$ cat src/rtl/bseq_pkg.sv
// Shared definitions for the burst address sequencer.
package bseq_pkg;
    // Action chosen for one clock edge.
    typedef enum logic [1:0] {
        OP_HOLD  = 2'd0,
        OP_STEP  = 2'd1,
        OP_LOAD  = 2'd2,
        OP_DESEL = 2'd3
    } bseq_op_t;
endpackage

$ cat src/rtl/bseq_decode.sv
// Strobe/enable decoder: picks the action for the coming edge.
// Assumes: all inputs are synchronous to clk. The processor strobe counts
// only while the primary enable is active. A processor load is always a read.
module bseq_decode
    import bseq_pkg::*;
(
    input  logic     strb_cpu_n,
    input  logic     strb_ctl_n,
    input  logic     adv_n,
    input  logic     en_a_n,
    input  logic     en_b,
    input  logic     en_c_n,
    input  logic     wr_n,
    output bseq_op_t op,
    output logic     load_wr
);
    logic sel;

    // Select needs all three enables; strobe priority then picks the action.
    always_comb begin
        sel     = !en_a_n && en_b && !en_c_n;
        op      = OP_HOLD;
        load_wr = 1'b0;
        if (!en_a_n && !strb_cpu_n) begin
            op = sel ? OP_LOAD : OP_DESEL;
        end else if (!strb_ctl_n) begin
            op      = sel ? OP_LOAD : OP_DESEL;
            load_wr = sel && !wr_n;
        end else begin
            op = adv_n ? OP_HOLD : OP_STEP;
        end
    end
endmodule

$ cat src/rtl/bseq_state.sv
// Burst state registers: start address, beat count, deselect and direction.
// Assumes: op comes from bseq_decode. Steps and holds are ignored while
// deselected; only a load leaves that state.
module bseq_state
    import bseq_pkg::*;
#(
    parameter int ADDR_W = 18,
    parameter int BEAT_W = 2
) (
    input  logic              clk,
    input  logic              rst_n,
    input  bseq_op_t          op,
    input  logic              load_wr,
    input  logic [ADDR_W-1:0] ext_addr,
    output logic [ADDR_W-1:0] base_q,
    output logic [BEAT_W-1:0] beat_q,
    output logic              desel_q,
    output logic              wr_q
);
    // Update the burst state on each edge according to the chosen action.
    always_ff @(posedge clk) begin
        if (!rst_n) begin
            base_q  <= '0;
            beat_q  <= '0;
            desel_q <= 1'b1;
            wr_q    <= 1'b0;
        end else begin
            unique case (op)
                OP_LOAD: begin
                    base_q  <= ext_addr;
                    beat_q  <= '0;
                    desel_q <= 1'b0;
                    wr_q    <= load_wr;
                end
                OP_DESEL: begin
                    beat_q  <= '0;
                    desel_q <= 1'b1;
                    wr_q    <= 1'b0;
                end
                OP_STEP: begin
                    if (!desel_q) beat_q <= beat_q + 1'b1;
                end
                default: ;
            endcase
        end
    end


    desel_sticky_chk: assert property (@(posedge clk) disable iff (!rst_n)
        (desel_q && op != OP_LOAD) |=> desel_q);


    load_base_chk: assert property (@(posedge clk) disable iff (!rst_n)
        (op == OP_LOAD) |=> (base_q == $past(ext_addr) && beat_q == '0 && !desel_q));
endmodule

$ cat src/rtl/bseq_map.sv
// Address mapper: joins the fixed upper start bits with the beat's low bits.
// Assumes: BEAT_W < ADDR_W. The order select is combinational and static.
module bseq_map #(
    parameter int ADDR_W = 18,
    parameter int BEAT_W = 2
) (
    input  logic [ADDR_W-1:0] base_q,
    input  logic [BEAT_W-1:0] beat_q,
    input  logic              seq_il,
    output logic [ADDR_W-1:0] addr
);
    localparam int HI_W = ADDR_W - BEAT_W;

    logic [BEAT_W-1:0] lo;

    // Low bits: XOR order when interleaved, wrapping add when linear.
    always_comb begin
        lo = seq_il ? (base_q[BEAT_W-1:0] ^ beat_q)
                    : (base_q[BEAT_W-1:0] + beat_q);
    end

    generate
        if (HI_W > 0) begin : g_hi
            assign addr = {base_q[ADDR_W-1:BEAT_W], lo};
        end else begin : g_lo_only
            assign addr = lo;
        end
    endgenerate
endmodule

$ cat src/rtl/burst_addr_seq.sv
// Burst address sequencer top: decoder, state registers and address mapper.
// Assumes: synchronous active-low reset. seq_il changes only on load cycles.
module burst_addr_seq
    import bseq_pkg::*;
#(
    parameter int ADDR_W = 18,
    parameter int BEAT_W = 2
) (
    input  logic              clk,
    input  logic              rst_n,
    input  logic [ADDR_W-1:0] ext_addr,
    input  logic              strb_cpu_n,
    input  logic              strb_ctl_n,
    input  logic              adv_n,
    input  logic              seq_il,
    input  logic              en_a_n,
    input  logic              en_b,
    input  logic              en_c_n,
    input  logic              wr_n,
    output logic [ADDR_W-1:0] cur_addr,
    output logic              cyc_valid,
    output logic              cyc_write,
    output logic              desel
);
    bseq_op_t          op;
    logic              load_wr;
    logic [ADDR_W-1:0] base_q;
    logic [BEAT_W-1:0] beat_q;
    logic              desel_q;
    logic              wr_q;

    bseq_decode u_dec (
        .strb_cpu_n (strb_cpu_n),
        .strb_ctl_n (strb_ctl_n),
        .adv_n      (adv_n),
        .en_a_n     (en_a_n),
        .en_b       (en_b),
        .en_c_n     (en_c_n),
        .wr_n       (wr_n),
        .op         (op),
        .load_wr    (load_wr)
    );

    bseq_state #(.ADDR_W(ADDR_W), .BEAT_W(BEAT_W)) u_st (
        .clk      (clk),
        .rst_n    (rst_n),
        .op       (op),
        .load_wr  (load_wr),
        .ext_addr (ext_addr),
        .base_q   (base_q),
        .beat_q   (beat_q),
        .desel_q  (desel_q),
        .wr_q     (wr_q)
    );

    bseq_map #(.ADDR_W(ADDR_W), .BEAT_W(BEAT_W)) u_map (
        .base_q (base_q),
        .beat_q (beat_q),
        .seq_il (seq_il),
        .addr   (cur_addr)
    );

    assign cyc_valid = !desel_q;
    assign cyc_write = wr_q;
    assign desel     = desel_q;


    hold_keeps_state_chk: assert property (@(posedge clk) disable iff (!rst_n)
        (op == OP_HOLD) |=> ($stable(base_q) && $stable(beat_q) && $stable(cyc_write)));


    step_upper_fixed_chk: assert property (@(posedge clk) disable iff (!rst_n)
        (op == OP_STEP) |=> $stable(base_q));


    cpu_load_read_chk: assert property (@(posedge clk) disable iff (!rst_n)
        (!strb_cpu_n && !en_a_n && en_b && !en_c_n) |=> (!cyc_write && cyc_valid));


    unselected_strobe_chk: assert property (@(posedge clk) disable iff (!rst_n)
        ((!strb_ctl_n || (!strb_cpu_n && !en_a_n)) && !(!en_a_n && en_b && !en_c_n))
        |=> (desel && !cyc_valid));
endmodule

$ cat config.mk
export PLATFORM = sky130hd
export DESIGN_NAME = burst_addr_seq
export DESIGN_NICKNAME = d
export VERILOG_FILES = /design/src/rtl/bseq_pkg.sv /design/src/rtl/bseq_decode.sv /design/src/rtl/bseq_state.sv /design/src/rtl/bseq_map.sv /design/src/rtl/burst_addr_seq.sv
export SDC_FILE = /design/constraint.sdc
export NUM_CORES = 1
export LEC_CHECK = 0
export ABC_AREA = 1
export BUFFER_PORTS_ARGS = -buffer_cell sky130_fd_sc_hd__buf_2
export CORE_UTILIZATION = 35
export DETAILED_ROUTE_END_ITERATION = 12
export GPL_ROUTABILITY_DRIVEN = 1
export SLEW_MARGIN = 20
export SYNTH_ARGS = -nofsm -noshare
export SYNTH_HDL_FRONTEND = slang
export SYNTH_SLANG_ARGS = --single-unit
export TNS_END_PERCENT = 50
$ cat constraint.sdc
create_clock -name clk -period 1.6 [get_ports clk]
set_input_delay 0.16 -clock clk [delete_from_list [all_inputs] [get_ports clk]]
set_output_delay 0.16 -clock clk [all_outputs]
set_load 0.05 [all_outputs]
Yosys cells after proc, flatten, opt, wreduce, memory -nomap -nowiden:

Cells that the tools add are included.
Widths: inputs -> output; s select.

* $add $sub $neg: 2
* equal/unequal tests: 4
* muxes and demuxes: 11
* bitwise operators: 1
* reduce and logical (&&, ||, !) cells: 13

Operators with widths (count)
* $mux 2: 4
* $logic_not 1->1: 5
* $eq 2x2->1 const B: 2
* $logic_and 1x1->1: 4
* $mux 1: 4
* $pmux 1 s2: 2
* $pmux 2 s2: 1
* $reduce_bool 2->1: 2
* $add 2x1->2 const B: 1
* $add 2x2->2: 1
* $eq 2x1->1 const B: 1
* $ne 2x2->1 const B: 1
* $reduce_and 2->1: 1
* $reduce_or 2->1: 1
* $xor 2x2->2: 1

* register bits after elaboration: 22
* bits of input ports: 28
* output and inout bits: 21
* word-level logic and storage cells: 35

Logic depth before layout (Yosys ltp):

* word-level depth: 10
* mapped depth: 8
* depth with buffers taken out: 7

Hierarchy:

A second synthesis with hierarchy kept.

* cell total of the unflattened synthesis: 148
* area total of the unflattened synthesis: 1104.8 um2

Modules (own cells, without submodules)
* bseq_state: times used 1, cells each 103, area an instance 854.6 um2, seq. area each 440.4 um2
* bseq_map: times used 1, cells each 31, area an instance 187.7 um2, seq. area each 0.0 um2
* bseq_decode: times used 1, cells each 13, area an instance 58.8 um2, seq. area each 0.0 um2
* burst_addr_seq: times used 1, cells each 1, area an instance 3.8 um2, seq. area each 0.0 um2

Worst setup path after synthesis:

OpenSTA, ideal clock, no wires.

* kind: flip-flop to flip-flop
* start point: register u_st.desel_q
* end point: register u_st.beat_q[0]
* library setup time: 0.116 ns
* data arrival time: 1.402 ns
* data required time: 1.484 ns
* path slack: 0.082 ns
* stages on the path, launching flop included: 6
* path buffers: 0
* period minus slack after synthesis: 1.518 ns
* path through: dfxtp_1 -> inv_1 -> nand2_1 -> nand3_1 -> nand3_1 -> a21oi_1

* word-level cells in the longest chain between the ends: 2

RTL lines
* from (decl): RTL line bseq_state.sv:17 `output logic desel_q,`
* from (signal assigned): RTL line bseq_state.sv:25 `desel_q <= 1'b1;`
* from (signal assigned): RTL line bseq_state.sv:32 `desel_q <= 1'b0;`
* from (signal assigned): RTL line bseq_state.sv:37 `desel_q <= 1'b1;`
* $ne 2x2->1 (no source line)
* $reduce_and 2->1 (no source line)
* to (signal assigned): RTL line bseq_state.sv:41 `if (!desel_q) beat_q <= beat_q + 1'b1;`
* to (decl): RTL line bseq_state.sv:16 `output logic [BEAT_W-1:0] beat_q,`

No other way between the ends.
A chain may end at the register's enable or synchronous reset.

Final worst setup path:

* start point: register u_st.beat_q[0]
* end point: output port cur_addr[1]

* word-level cells in the longest chain between the ends: 2

RTL lines
* $add 2x2->2: RTL line bseq_map.sv:19 `: (base_q[BEAT_W-1:0] + beat_q);`
* $mux 2: RTL line bseq_map.sv:18 `lo = seq_il ? (base_q[BEAT_W-1:0] ^ beat_q)`
* to (decl): RTL line burst_addr_seq.sv:20 `output logic [ADDR_W-1:0] cur_addr,`

No other way between the ends.

==> summary.txt <==
Run status
  – Outcome: finished, violations left
  – Failing checks: design-rule violations

Routing
  – First-pass DRT Iterations: 8
  – Initial detailed-routing violation count: 6
  – DR vias: 881
  – Final antenna-violating net count: 0
  – DRC: 1
  – Total wire length: 2000 um
  – Vias per cell: 4.47
  – DR WL/cell: 10.1 um

STA
  – Peak Freq: 0.665 GHz
  – Clock skew: 5.81 ps
  – Max-slew headroom: 0.710
  – Max-slew violations: 0
  – RSZ-0062 raised after global routing: false
  – Sum Neg Setup Slack: 0 ps
  – Fin. Hold Viols: 0
  – Crit path time final: 1500 ps
  – Final Cycle Share: 0.939
  – Final setup violation count: 0
  – Fin Hold WS: 92.8 ps
  – Worst-Margin Slew: 435 ps
  – Final WS setup: 96.9 ps

Power and ir drop
  – Peak supply drop: 0.000272 V
  – P_int: 0.000725 W
  – Pleak: 0.622 nW
  – Sw Ratio: 0.301
  – Switching pwr: 0.000313 W
  – Register share of total power: 0.557
  – PwrDens: 850 nW/um^2
  – Logic pwr share: 0.210
  – Clock power frac: 0.233
  – Total Power: 0.00104 W

CTS
  – Clock slew at reported path FFs: 120 ps
  – CTS Buffer Depth: 2
  – Clk Latency, worst-skew pair: 300 ps
  – CTS H-tree depth: 1
  – CTS Buf Count: 3
  – CTS sink cnt: 22
  – Clk root buf: clkbuf_4
  – TritonCTS clock tree: yes

Synthesis
  – Sequential area share after synthesis: 0.406
  – Post-synth ARST share: 0
  – Top cells by count, synth: nor2_1, dfxtp_1, buf_4
  – Syn Inst Count: 134
  – Main area contributors after synthesis: dfxtp_1, nor2_1, buf_4, o21ai_2, o21ai_0
  – Post-synth top area share: 0.406
  – Synth cell types: 21
  – Yosys reg bits: 22
  – Area of the mapped netlist: 1080 sq um
  – Post-synth top flop: dfxtp_1
  – Post-synth EDFFs: 0
  – Top-count cell post-synth: nor2_1
  – Syn Area/Cell: 8.10 sq um
  – Yosys warns: 0
  – Synth Net Count: 163
  – Cell type with the largest total area after synthesis: dfxtp_1

Die
  – Die Y: 57.7 um
  – # IOs: 49
  – Die footprint: 3330 sq um
  – Initial Utilization: 0.380
  – Die width: 57.7 um
  – Core ar.: 2850 sq um
  – Cell Rows: 19

Worst setup path
  – CP startpoint kind: flop
  – Crit path to: cur_addr[1]
  – Crit Reg-Reg Startpoint: u_st.beat_q[0]
  – CP required: 1440 ps
  – CP max FO: 3
  – Slowest stage cell, crit path: dfxtp_4
  – CP startpoint: u_st.beat_q[0]
  – Worst Path Class, Setup: reg -> out
  – Slowest stage delay, CP: 370 ps
  – Worst Reg-to-Reg Cells: 4
  – Critical path arrival: 1340 ps
  – Worst R2R Setup Slack: 660 ps
  – CP most frequent cell: inv_1
  – Reg2reg end: u_st.beat_q[1]
  – Endpoint type of the worst setup path: output pin
  – Worst path cell trace: ha_1, inv_1, nor2_1, xor2_1, inv_1, buf_4

Layout
  – Fillers: 304
  – Layout cells sized above 1: 0.434
  – Fin nets: 197
  – Synth-to-Final Area Change: 12.7%
  – Core Util, Final: 0.429
  – Diodes inserted: 0
  – Multi-input logic area: 413 sq um
  – Register Area: 445 sq um

Placement
  – RD Place Congestion: 0.645
  – Post-detail-place hpwl: 1600 um
  – Port bufs: 48
  – Pre-CTS setup slack: 326 ps

Global routing
  – First-pass GRT wire length: 3250 um
  – Congestion Overflow GR: 0
  – Total GRT Usage: 0.126
  – Number of global-route vias before repair: 828
  – Initial antenna violation count: 0
  – Largest net degree at the start of global routing: 23

Min path
  – Hold crit path type: in -> reg
  – Hold Crit Start: ext_addr[3]

Job
  – Max Cap Viol: 0
-- cell families after synthesis --
group	share of synthesized area
xor gates and xnor gates	0.0242
and+or+nand+nor	0.217
DFF	0.406
adders and majority gates	0.0115
AOI/OAI and AO/OA	0.128
buffers and inverters	0.213
-- worst max-delay path: cells and delay by family, from the launching register on --
family,cells,cell delay (ps)
buffers and inverters,3,280
adders and majority gates,1,130
xor gates and xnor gates,1,160
and+or+nand+nor,1,100
DFF,1,370
-- how the worst min path moves through the flow --
| stage | to | slack (ps) | depth (start not counted) |
|---|---|---|---|
| 2_1_floorplan | u_st.beat_q[0] | 290 | 2 |
| 3_3_place_gp | u_st.base_q[3] | 400 | 3 |
| 3_5_place_dp | u_st.base_q[3] | 400 | 3 |
| 4_1_cts | u_st.base_q[3] | 80 | 3 |
| 5_1_grt | u_st.base_q[3] | 80 | 3 |
| 6_report | u_st.base_q[3] | 90 | 3 |
-- routing by layer --
layer  up-vias  share of wire  wire length (um)  track usage
li1        467              -                 -            -
met2        20           0.52              1040        0.234
met1       392           0.42               830        0.134
met4         0         0.0085                17       0.0510
met5         -              0                 0            0
met3         2          0.053               105       0.0357
-- state kept, by name, summed over array words and instances (netlist names) --
signal        cells
u_st.desel_q      1
u_st.beat_q       2
u_st.base_q      18
u_st.wr_q         1
-- layout make-up --
type                       count  area share
sequential                    22       0.364
inverter                      12      0.0368
multi-input combinational     79       0.338
tap                           31      0.0317
timing repair buffer          50       0.211
clock buffer                   3      0.0184
-- what timing repair did --
item                       CTS  global route
gates resized for setup      1             4
hold buffers                 0             0
setup endpoints to repair    1             1
setup buffers                0             1
-- through the flow --
step | instance area [sq um] | instances
finish | 1220 | 197
global route | 1220 | 197
CTS | 1210 | 196
detailed placement | 1180 | 193
global placement | 1180 | 193
floorplan | 1080 | 134
-- power by group through the flow --
stage	clock (W)	sequential, W	combinational, W
after global placement	0	0.000592	0.000215
after CTS	0.000257	0.000581	0.000218
after global routing	0.000278	0.000582	0.000236
final	0.000242	0.000579	0.000218
after floorplan	0	0.000594	0.000182
after detailed placement	0	0.000593	0.000218
-- placed cells by master (no fill, tap or decap), types with 2 or more instances in the layout --
master,n
buf_2,47
nor2_1,36
dfxtp_1,20
inv_1,11
o21ai_0,10
o21ai_2,9
nand3_1,6
nand2_2,3
nor2_2,3
nand2_1,3
clkbuf_4,3
buf_4,3
xor2_1,2
a21oi_1,2
Note: power is estimated with default switching activity, not from simulation.
